File: config.mk
export PLATFORM = sky130hd
export DESIGN_NAME = smi_indirect_tgt
export DESIGN_NICKNAME = d
export VERILOG_FILES = /design/src/rtl/smi_ind_pkg.sv /design/src/rtl/smi_busy_timer.sv /design/src/rtl/smi_cmd_decode.sv /design/src/rtl/smi_indirect_tgt.sv
export SDC_FILE = /design/constraint.sdc
export NUM_CORES = 1
export LEC_CHECK = 0
export BUFFER_PORTS_ARGS = -buffer_cell sky130_fd_sc_hd__buf_2
export CELL_PAD_IN_SITES_DETAIL_PLACEMENT = 0
export CELL_PAD_IN_SITES_GLOBAL_PLACEMENT = 1
export CORE_MARGIN = 3
export CORE_UTILIZATION = 44
export CTS_BUF_LIST = sky130_fd_sc_hd__clkbuf_8
export DETAILED_ROUTE_END_ITERATION = 6
export PLACE_DENSITY = 0.95
export SLEW_MARGIN = 0
export SYNTH_ARGS = -nofsm -noshare
export SYNTH_HDL_FRONTEND = slang
export SYNTH_SLANG_ARGS = --single-unit
File: constraint.sdc
create_clock -name clk_i -period 4 [get_ports clk_i]
set_input_delay 0.6 -clock clk_i [delete_from_list [all_inputs] [get_ports clk_i]]
set_output_delay 0.6 -clock clk_i [all_outputs]
set_load 0.005 [all_outputs]
File: src/rtl/smi_ind_pkg.sv
package smi_ind_pkg;
  localparam int unsigned AW = 5;
  localparam int unsigned DW = 16;
  // command field positions
  localparam int unsigned BUSY_BIT = 15;
  localparam int unsigned C22_BIT  = 12;
  localparam int unsigned OP_LSB   = 10;
  localparam int unsigned DEV_LSB  = 5;
  localparam int unsigned REG_LSB  = 0;

  typedef enum logic [1:0] {
    OP_NONE = 2'd0,
    OP_WR   = 2'd1,
    OP_RD   = 2'd2,
    OP_RSV  = 2'd3
  } smi_op_e;
endpackage

File: src/rtl/smi_busy_timer.sv
module smi_busy_timer #(
  parameter int unsigned CYCLES = 4
) (
  input  logic clk_i,
  input  logic rst_ni,
  input  logic start_i,
  output logic busy_o,
  output logic done_o
);
  localparam int unsigned CW = (CYCLES < 2) ? 1 : $clog2(CYCLES + 1);

  logic [CW-1:0] cnt_q;
  logic          busy_q;

  assign busy_o = busy_q;
  assign done_o = busy_q && (cnt_q == CW'(1));

  always_ff @(posedge clk_i or negedge rst_ni) begin
    if (!rst_ni) begin
      busy_q <= 1'b0;
      cnt_q  <= '0;
    end else if (start_i && !busy_q) begin
      busy_q <= 1'b1;
      cnt_q  <= CW'(CYCLES);
    end else if (busy_q) begin
      cnt_q <= cnt_q - CW'(1);
      if (cnt_q == CW'(1)) busy_q <= 1'b0;
    end
  end
endmodule

File: src/rtl/smi_cmd_decode.sv
module smi_cmd_decode
  import smi_ind_pkg::*;
(
  input  logic       c22_i,
  input  logic [1:0] op_i,
  output logic       is_wr_o,
  output logic       is_rd_o
);
  smi_op_e op;
  assign op = smi_op_e'(op_i);

  always_comb begin
    is_wr_o = 1'b0;
    is_rd_o = 1'b0;
    if (c22_i) begin
      unique case (op)
        OP_WR:   is_wr_o = 1'b1;
        OP_RD:   is_rd_o = 1'b1;
        default: ;
      endcase
    end
  end
endmodule

File: src/rtl/smi_indirect_tgt.sv
module smi_indirect_tgt
  import smi_ind_pkg::*;
#(
  parameter int unsigned BUSY_CYCLES = 4
) (
  input  logic          clk_i,
  input  logic          rst_ni,
  input  logic [AW-1:0] strap_addr_i,
  input  logic          bus_req_i,
  input  logic          bus_we_i,
  input  logic [AW-1:0] bus_phy_i,
  input  logic [AW-1:0] bus_reg_i,
  input  logic [DW-1:0] bus_wdata_i,
  output logic          bus_ack_o,
  output logic [DW-1:0] bus_rdata_o,
  output logic          rf_req_o,
  output logic          rf_we_o,
  output logic [AW-1:0] rf_dev_o,
  output logic [AW-1:0] rf_reg_o,
  output logic [DW-1:0] rf_wdata_o,
  input  logic [DW-1:0] rf_rdata_i
);
  localparam logic [AW-1:0] CMD_OFS  = AW'(0);
  localparam logic [AW-1:0] DATA_OFS = AW'(1);

  logic          direct_mode, hit, sel_cmd, sel_data, cmd_wr, start;
  logic          busy, done, dec_wr, dec_rd, eng_fire;
  logic [DW-2:0] cmd_q;
  logic [DW-1:0] data_q, rd_mux, rdata_q;
  logic          ack_q;

  assign direct_mode = (strap_addr_i == '0);
  assign hit      = bus_req_i && (direct_mode || (bus_phy_i == strap_addr_i));
  assign sel_cmd  = hit && !direct_mode && (bus_reg_i == CMD_OFS);
  assign sel_data = hit && !direct_mode && (bus_reg_i == DATA_OFS);
  assign cmd_wr   = sel_cmd && bus_we_i && !busy;
  assign start    = cmd_wr && bus_wdata_i[BUSY_BIT];

  smi_busy_timer #(.CYCLES(BUSY_CYCLES)) u_timer (
    .clk_i   (clk_i),
    .rst_ni  (rst_ni),
    .start_i (start),
    .busy_o  (busy),
    .done_o  (done)
  );

  smi_cmd_decode u_dec (
    .c22_i   (cmd_q[C22_BIT]),
    .op_i    (cmd_q[OP_LSB +: 2]),
    .is_wr_o (dec_wr),
    .is_rd_o (dec_rd)
  );

  assign eng_fire = done && (dec_wr || dec_rd);

  // register-file port: bus pass-through in direct mode, engine otherwise
  always_comb begin
    if (direct_mode) begin
      rf_req_o   = hit;
      rf_we_o    = bus_we_i;
      rf_dev_o   = bus_phy_i;
      rf_reg_o   = bus_reg_i;
      rf_wdata_o = bus_wdata_i;
    end else begin
      rf_req_o   = eng_fire;
      rf_we_o    = dec_wr;
      rf_dev_o   = cmd_q[DEV_LSB +: AW];
      rf_reg_o   = cmd_q[REG_LSB +: AW];
      rf_wdata_o = data_q;
    end
  end

  always_comb begin
    rd_mux = '0;
    if (hit && !bus_we_i) begin
      if (direct_mode)   rd_mux = rf_rdata_i;
      else if (sel_cmd)  rd_mux = {busy, cmd_q};
      else if (sel_data) rd_mux = data_q;
    end
  end

  always_ff @(posedge clk_i or negedge rst_ni) begin
    if (!rst_ni) begin
      cmd_q <= '0;
    end else if (cmd_wr) begin
      cmd_q <= bus_wdata_i[DW-2:0];
    end
  end

  // completion of an internal read wins over a same-cycle bus write
  always_ff @(posedge clk_i or negedge rst_ni) begin
    if (!rst_ni) begin
      data_q <= '0;
    end else if (eng_fire && dec_rd) begin
      data_q <= rf_rdata_i;
    end else if (sel_data && bus_we_i) begin
      data_q <= bus_wdata_i;
    end
  end

  always_ff @(posedge clk_i or negedge rst_ni) begin
    if (!rst_ni) begin
      ack_q   <= 1'b0;
      rdata_q <= '0;
    end else begin
      ack_q   <= hit;
      rdata_q <= rd_mux;
    end
  end

  assign bus_ack_o   = ack_q;
  assign bus_rdata_o = rdata_q;
endmodule

==> results_dict.tcl, run 1 <==
set metrics [dict create \
    crit_family "simple AND/OR/NAND/NOR gates" \
    critPathRequiredTime_ns 3.40 \
    start_util_pct 46.3 \
    ys_ff_latch 52 \
    regArea_um2 1300 \
    crit_path_end_kind "output pin" \
    status "finished, final reports clean" \
    maxSlewViolCount 0 \
    worst_slew_pin_slew_ns 0.934 \
    timing.critical_path.slowest_cell_delay_ns 0.56 \
    worst-path-buf-inv 3 \
    ant_nets 0 \
    synth_fp_nets 369 \
    routed_via_density 5.74 \
    synth.largest_area_cell "dfrtp_1" \
    cp_slowest_cell "or4_4" \
    cp_cell_sequence "buf_2 > or4_4 > nor2_4 > buf_12 > mux2_2 > buf_2" \
    cp-start-kind "primary input" \
    cts_tree "yes" \
    antenna_found_initial 0 \
    hold_path.class "primary input to asynchronous set/reset pin" \
    fin_crit_ns 2.95 \
    rows 30 \
    track_usage_pct 21.0 \
    avgSynthCellArea_um2 10.1 \
    synth_top_area_share_pct 40.7 \
    setup_viol 0 \
    p_leak_nw 1.73 \
    numCtsBuffers 5 \
    ctsHtreeMaxLevel 2 \
    final_cell_mix "95 x buf_2, 52 x dfrtp_1, 47 x mux2_2, 25 x nand2_1" \
    wl_mm 8.76 \
    die-area_um2 8320 \
    first_pass_iters 4 \
    ctsLongestPathBuffers 2 \
    crit_arrival_ns 2.35 \
    ctsHoldBuffers 0 \
    vdd_drop_max_uv 170 \
    n_antenna_cell 0 \
    io_buffer_count 95 \
    finalWeightedCongestion 0.841 \
    fillers 654 \
    seq_area_frac_synth_pct 40.7 \
    grt_pass1_wl_mm 14.4 \
    dieHeight_um 91.2 \
    place_hpwl_mm 6.00 \
    grt_remaining_overflow 0 \
    cts-root-buf "clkbuf_8" \
    ys_warn_count 0 \
    route.detailed.drc 0 \
    cts_resized 0 \
    netlist_top_cells_area "dfrtp_1 41%, mux2_2 17%, o31ai_1 4.2%" \
    grt_max_degree 55 \
    clock_skew_ns 0.00722 \
    ios 96 \
    post-cts-setup-buffers 0 \
    stdcell_area_um2 3840 \
    tns_ns 0 \
    synth_cell_types 35 \
    netlist_area_um2 3200 \
    first_global_vias 2682 \
    drt-wirelength-per-cell_um 17.8 \
    rsz0062_at_grt "false" \
    die_w_um 91.2 \
    timing.max_cap.violations 0 \
    fmax_mhz 339 \
    multi_input_area_um2 1740 \
    critPathMaxFanout 54 \
    area_delta_synth_final_pct 20.1 \
    layout-drive-gt1-share_pct 41.8 \
    clk_latency_ns 0.31 \
    synthCells 316 \
    post-route-period-util_pct 73.7 \
    dpl_cell_area_um2 3720 \
    vias 2817 \
    hold_viol 0 \
    powerDensity_nw_per_um2 289 \
    final_common_cell "buf_2" \
    critPathMostFrequentCell "buf_2" \
    clock_sinks 52 \
    path_clk_slew_ns 0.10 \
    nets 447 \
    crit_type "primary input to output pin" \
    drt-initial-drc-count 285 \
    relSlewSlack_pct 37.6 \
    coreArea_um2 6910 \
]
[registers in the layout, indices dropped and copies added, names as in the netlist]
| signal | count |
|---|---|
| bus_rdata_o | 16 |
| data_q | 16 |
| cmd_q | 15 |
| u_timer.cnt_q | 3 |
| bus_ack_o | 1 |
| u_timer.busy_o | 1 |
[worst register-to-register path: cells and delay by family (launching register included)]
kind | cells | cell delay [ns]
AO/OA/AOI/OAI | 1 | 0.06
buffers and inverters | 1 | 0.08
AND/OR/NAND/NOR | 3 | 1.11
flip-flops | 1 | 0.39
adder cells (fa/ha/maj) | 1 | 0.17
[synthesized netlist by cell type, drive strengths merged]
master and count:
a211oi 16, a21oi 1, a22oi 1, a31oi 16, and2 2, and3 1, and4 2, buf 12
clkbuf 20, dfrtp 52, ha 2, inv 4, mux2 57, nand2 25, nand2b 1, nand3 15
nand4 19, nand4b 1, nor2 19, nor3b 1, nor4 1, o211ai 1, o21a 1, o21ai 2
o22ai 1, o31a 1, o31ai 18, or3b 1, or4 17, xnor2 6
[routing by layer]
| metal | share of wire (%) | global-route usage (%) | up-vias |
|---|---|---|---|
| met5 | 0 | 0 | - |
| met4 | 0.91 | 4.27 | 0 |
| met3 | 7.5 | 3.31 | 8 |
| met2 | 48 | 31.9 | 115 |
| met1 | 44 | 31.6 | 1344 |
| li1 | - | - | 1350 |
[final timing paths]
path | start | cells past startpoint | end | slack (ns)
min reg2reg | cmd_q[13] | 1 | cmd_q[13] | 0.50
max in group asynchronous | rst_ni | 2 | data_q[15] | 3.14
min in group clk_i | cmd_q[13] | 1 | cmd_q[13] | 0.50
min | rst_ni | 2 | bus_rdata_o[14] | 0.40
max reg2reg | u_timer.cnt_q[1] | 6 | data_q[1] | 2.04
max | strap_addr_i[1] | 6 | rf_wdata_o[1] | 1.05
[logic make-up after synthesis]
group | Yosys count | synth area share, %
AOI/OAI and AO/OA | 58 | 13.1
xor gates and xnor gates | 6 | 1.64
adders and majority gates | 2 | 0.783
buffers and inverters | 36 | 4.85
DFF | 52 | 40.7
muxes | 57 | 20.1
and+or+nand+nor | 105 | 18.8
[area by class of cell]
type                    instances  area share, %
inverters                       4          0.391
clock inverters                 3           1.21
clock buffers                   5           1.79
well taps                      96           3.13
multi-input cells             228           45.3
flip-flops and latches         52           33.9
repair buffers                103           14.3
[power breakdown]
group | leakage (nW) | internal, W | switching (W)
logic | 0.995 | 0.0000741 | 0.000103
clock network | 0.0548 | 0.000189 | 0.000187
registers | 0.679 | 0.000543 | 0.0000156
[through the flow]
step / instances / power, W / utilization [%] / setup slack [ns] / hold slack (ns)
after global placement: 483 / 0.000739 / 53.9 / 1.09 / 0.470
after CTS: 491 / 0.00111 / 55.6 / 1.05 / 0.431
after global routing: 491 / 0.00115 / 55.6 / 0.974 / 0.457
final: 491 / 0.00111 / 55.6 / 1.05 / 0.404
after detailed placement: 483 / 0.000744 / 53.9 / 1.05 / 0.482
after floorplan: 316 / 0.000659 / - / 1.32 / 0.304
No activity file was read; power rests on OpenSTA's default activity.
==> run 2: changes to the inputs <==
Settings changed: CORE_UTILIZATION 44 to 36, PLACE_DENSITY 0.95 to 0.86.
Clock period 4 ns to 2.54 ns, I/O delays scaled along.
==> run 2 against run 1 <==
Effect of this change:
- wire length fell by 0.57%
- final cell count up 3.1%
- sequential power grew 57%
- global-route usage decreased by 3.3 points
- largest power group unchanged
==> results_dict.tcl, run 2 (synthesis results as in run 1) <==
set metrics [dict create \
    vdd_drop_max_uv 266 \
    cp-start-kind "primary input" \
    clk_latency_ns 0.31 \
    die-area_um2 10000 \
    min_path_cells 2 \
    wl_mm 8.71 \
    fmax_mhz 431 \
    drt-wirelength-per-cell_um 17.2 \
    start_util_pct 37.9 \
    coreArea_um2 8420 \
    ant_nets 0 \
    hold_ws_ns 0.305 \
    grt_max_degree 35 \
    dieHeight_um 100 \
    critPathRequiredTime_ns 2.16 \
    route.detailed.drc 0 \
    relSlewSlack_pct 44.2 \
    crit_path_end_kind "output pin" \
    reg2reg_depth 6 \
    timing.max_cap.violations 0 \
    fin_crit_ns 2.32 \
    final_common_cell "buf_2" \
    hold_path.class "primary input to flop" \
    stdcell_count 506 \
    dpl_cell_area_um2 3780 \
    post-route-period-util_pct 91.4 \
    place_hpwl_mm 6.58 \
    first_global_vias 2741 \
    setup_viol 0 \
    cts-root-buf "clkbuf_8" \
    fin_util_pct 46.1 \
    rows 33 \
    track_usage_pct 17.7 \
    first_pass_iters 4 \
    status "finished, final reports clean" \
    clock_sinks 52 \
    nets 453 \
    critPathMaxFanout 34 \
    area_delta_synth_final_pct 21.5 \
    p_leak_nw 1.75 \
    rsz0062_at_grt "false" \
    io_buffer_count 95 \
    layout-drive-gt1-share_pct 42.1 \
    maxSlewViolCount 0 \
    finalWeightedCongestion 0.851 \
    cts_resized 0 \
    antenna_found_initial 0 \
    crit_type "primary input to output pin" \
    final_cell_mix "95 x buf_2, 52 x dfrtp_1, 47 x mux2_2, 25 x nand2_1" \
    ctsLongestPathBuffers 2 \
    n_antenna_cell 0 \
    routed_via_density 5.56 \
    grt_remaining_overflow 0 \
    die_w_um 100 \
    hold_viol 0 \
    cts_tree "yes" \
    ctsHtreeMaxLevel 2 \
    grt_pass1_wl_mm 14.4 \
    drt-initial-drc-count 183 \
    powerDensity_nw_per_um2 423 \
    path_clk_slew_ns 0.10 \
    numCtsBuffers 5 \
    crit_arrival_ns 1.94 \
    vias 2811 \
    stdcell_area_um2 3880 \
    dp.cells 497 \
    worst_slew_pin_slew_ns 0.835 \
    post-cts-setup-buffers 0 \
    ios 96 \
    tns_ns 0 \
    clock_skew_ns 0.00928 \
]
run 2: changes by cell type in the layout (fill, tap and decap cells not counted), sizes merged:
cell,previous run,this run
clkinv,0,1
dlygate4sd3,0,1
bufinv,1,0
buf,103,108
run 2: metrics by stage:
| step | worst slack (ns) | total power [W] |
|---|---|---|
| floorplan | 0.299 | 0.00104 |
| global placement | 0.243 | 0.00117 |
| detailed placement | 0.225 | 0.00118 |
| CTS | 0.226 | 0.00165 |
| global route | 0.180 | 0.00171 |
| finish | 0.220 | 0.00164 |
run 2: path summary, 6_finish.rpt:
check / start / endpoint / slack [ns]
min: bus_wdata_i[9] / cmd_q[9] / 0.31
max reg2reg: u_timer.cnt_q[1] / data_q[2] / 0.59
max in group asynchronous: rst_ni / data_q[5] / 1.46
min in group asynchronous: rst_ni / cmd_q[1] / 0.49
min reg2reg: cmd_q[13] / cmd_q[13] / 0.50
max: strap_addr_i[1] / rf_wdata_o[15] / 0.22
run 2: repair_timing:
item	4_1_cts	5_1_grt
setup endpoints to repair	0	0
hold endpoints to repair	12	0
hold buffers	1	0
run 2: power breakdown:
part	leakage, nW	switching (W)	internal (W)	total (W)
Clock	0.0455	0.000285	0.000193	0.000478
Sequential	0.679	0.0000234	0.000855	0.000878
Combinational	1.03	0.000161	0.000124	0.000285
run 2: metal layers:
layer / vias up / wire length (um) / GRT usage, %
li1: 1368 / - / -
met1: 1328 / 4080 / 26.9
met2: 107 / 3990 / 26.1
met3: 8 / 544 / 2.78
met4: 0 / 97 / 4.97
met5: - / 0 / 0
run 2: critical path, stage by stage:
cell,delay [ns]
buf_2,0.11
or4_4,0.57
nor2_4,0.17
buf_12,0.20
mux2_2,0.36
buf_2,0.13
run 2: area by class of cell:
class | instances | area [um2]
fill | 814 | 4540
multi-input combinational | 228 | 1740
sequential | 52 | 1300
timing repair buffer | 109 | 608
tap | 105 | 131
clock buffer | 5 | 68.8
clock inverter | 3 | 20.0
inverter | 4 | 15.0
==> run 3: changes to the inputs <==
Settings changed: RECOVER_POWER set to 100.
==> run 3 against run 2 <==
Effect of this change:
- register-to-register slack lost 0.13 ns
- worst hold slack gained 0.0022 ns
- non-clock buffer count is the same
- via count grew 0.89%
- total power shrank 0.34%
- combinational power shrank 2%
- clock power is essentially flat
- worst setup slack lost 0.055 ns
- critical path depth is the same
==> results_dict.tcl, run 3 (synthesis results as in run 1) <==
set metrics [dict create \
    antenna_found_initial 0 \
    cts-root-buf "clkbuf_8" \
    start_util_pct 37.9 \
    finalWeightedCongestion 0.851 \
    grt_pass1_wl_mm 14.4 \
    io_buffer_count 95 \
    crit_family "simple AND/OR/NAND/NOR gates" \
    first_pass_iters 5 \
    post-route-period-util_pct 93.5 \
    die_w_um 100 \
    worst_slew_pin_slew_ns 1.30 \
    coreArea_um2 8420 \
    vias 2836 \
    status "finished, final reports clean" \
    crit_type "primary input to output pin" \
    r2r_start "u_timer.cnt_q[1]" \
    timing.max_cap.violations 0 \
    hold_path.class "primary input to flop" \
    fin_crit_ns 2.38 \
    reg2reg_depth 6 \
    cts_tree "yes" \
    ios 96 \
    grt_remaining_overflow 0 \
    place_hpwl_mm 6.58 \
    min_path_cells 2 \
    dieHeight_um 100 \
    final_cell_mix "74 x buf_2, 52 x dfrtp_1, 47 x mux2_2, 25 x nand2_1, 21 x clkbuf_1" \
    cp-start-kind "primary input" \
    crit_arrival_ns 1.99 \
    ctsHoldBuffers 1 \
    clk_latency_ns 0.31 \
    hold_start "bus_wdata_i[9]" \
    maxSlewViolCount 0 \
    p_leak_nw 1.66 \
    cp_cell_sequence "clkbuf_1 > or4_4 > nor2_2 > buf_12 > mux2_2 > buf_2" \
    path_clk_slew_ns 0.10 \
    die-area_um2 10000 \
    r2r-end "data_q[5]" \
    crit_path_end_kind "output pin" \
    cp_slowest_cell "or4_4" \
    route.detailed.drc 0 \
    ctsHtreeMaxLevel 2 \
    drt-wirelength-per-cell_um 17.3 \
    worst-path-buf-inv 3 \
    relSlewSlack_pct 13.1 \
    numCtsBuffers 5 \
    reg2reg_setup_slack_ns 0.46 \
    routed_via_density 5.60 \
    powerDensity_nw_per_um2 427 \
    final_common_cell "buf_2" \
    fillers 828 \
    area_delta_synth_final_pct 19.9 \
    n_antenna_cell 0 \
    critPathMaxFanout 34 \
    layout-drive-gt1-share_pct 36.2 \
    critPathRequiredTime_ns 2.16 \
    min_to "cmd_q[9]" \
    track_usage_pct 17.7 \
    stdcell_area_um2 3830 \
    cts_resized 0 \
    vdd_drop_max_uv 264 \
    post-cts-setup-buffers 0 \
    tns_ns 0 \
    ctsLongestPathBuffers 2 \
    rsz0062_at_grt "false" \
    fmax_mhz 421 \
    clock_skew_ns 0.00740 \
    drt-initial-drc-count 171 \
    nets 453 \
    dpl_cell_area_um2 3780 \
    ant_nets 0 \
    hold_viol 0 \
    grt_max_degree 35 \
    rows 33 \
    wl_mm 8.76 \
    first_global_vias 2741 \
    timing.critical_path.slowest_cell_delay_ns 0.56 \
    clock_sinks 52 \
    setup_viol 0 \
]
-- run 3: cell types whose count changed in the layout (fill, tap and decap cells not counted), sizes merged --
cell	before	now
buf	108	86
clkbuf	5	27
-- run 3: cell type report --
cell class                 instances  area [um2]  area share, %
clock buffer                       5        68.8           1.80
clock inverter                     3        20.0          0.522
inverter                           4        15.0          0.392
multi-input combinational        228        1720           44.9
sequential                        52        1300           34.0
tap                              105         131           3.43
timing repair buffer             109         576           15.0
-- run 3: per-stage QoR --
step / util (%) / total power [W] / cells / hold slack, ns / setup WS (ns)
after global routing: 45.5 / 0.00171 / 506 / 0.313 / 0.101
after global placement: 44.9 / 0.00117 / 497 / 0.291 / 0.243
after detailed placement: 44.9 / 0.00118 / 497 / 0.296 / 0.225
after CTS: 46.1 / 0.00165 / 506 / 0.303 / 0.226
final: 45.5 / 0.00164 / 506 / 0.308 / 0.165
after floorplan: - / 0.00104 / 316 / 0.0854 / 0.299
-- run 3: worst max path at each step --
stage,from,end,depth (start not counted)
after floorplan,strap_addr_i[1],rf_dev_o[0],5
after global placement,strap_addr_i[1],rf_wdata_o[15],6
after detailed placement,strap_addr_i[1],rf_wdata_o[15],6
after CTS,strap_addr_i[1],rf_wdata_o[15],6
after global routing,strap_addr_i[1],rf_wdata_o[15],6
final,strap_addr_i[1],rf_wdata_o[15],6
-- run 3: layer usage --
metal  wire length, um  global-route usage [%]
met1              4110                    26.9
met2              3990                    26.1
met3               543                    2.78
met4               106                    4.97
met5                 0                       0
-- run 3: where the power goes --
group	switching [W]	internal [W]	leakage (nW)
sequential	0.0000235	0.000855	0.679
combinational	0.000159	0.000120	0.938
clock	0.000285	0.000193	0.0455
total	0.000467	0.00117	1.66
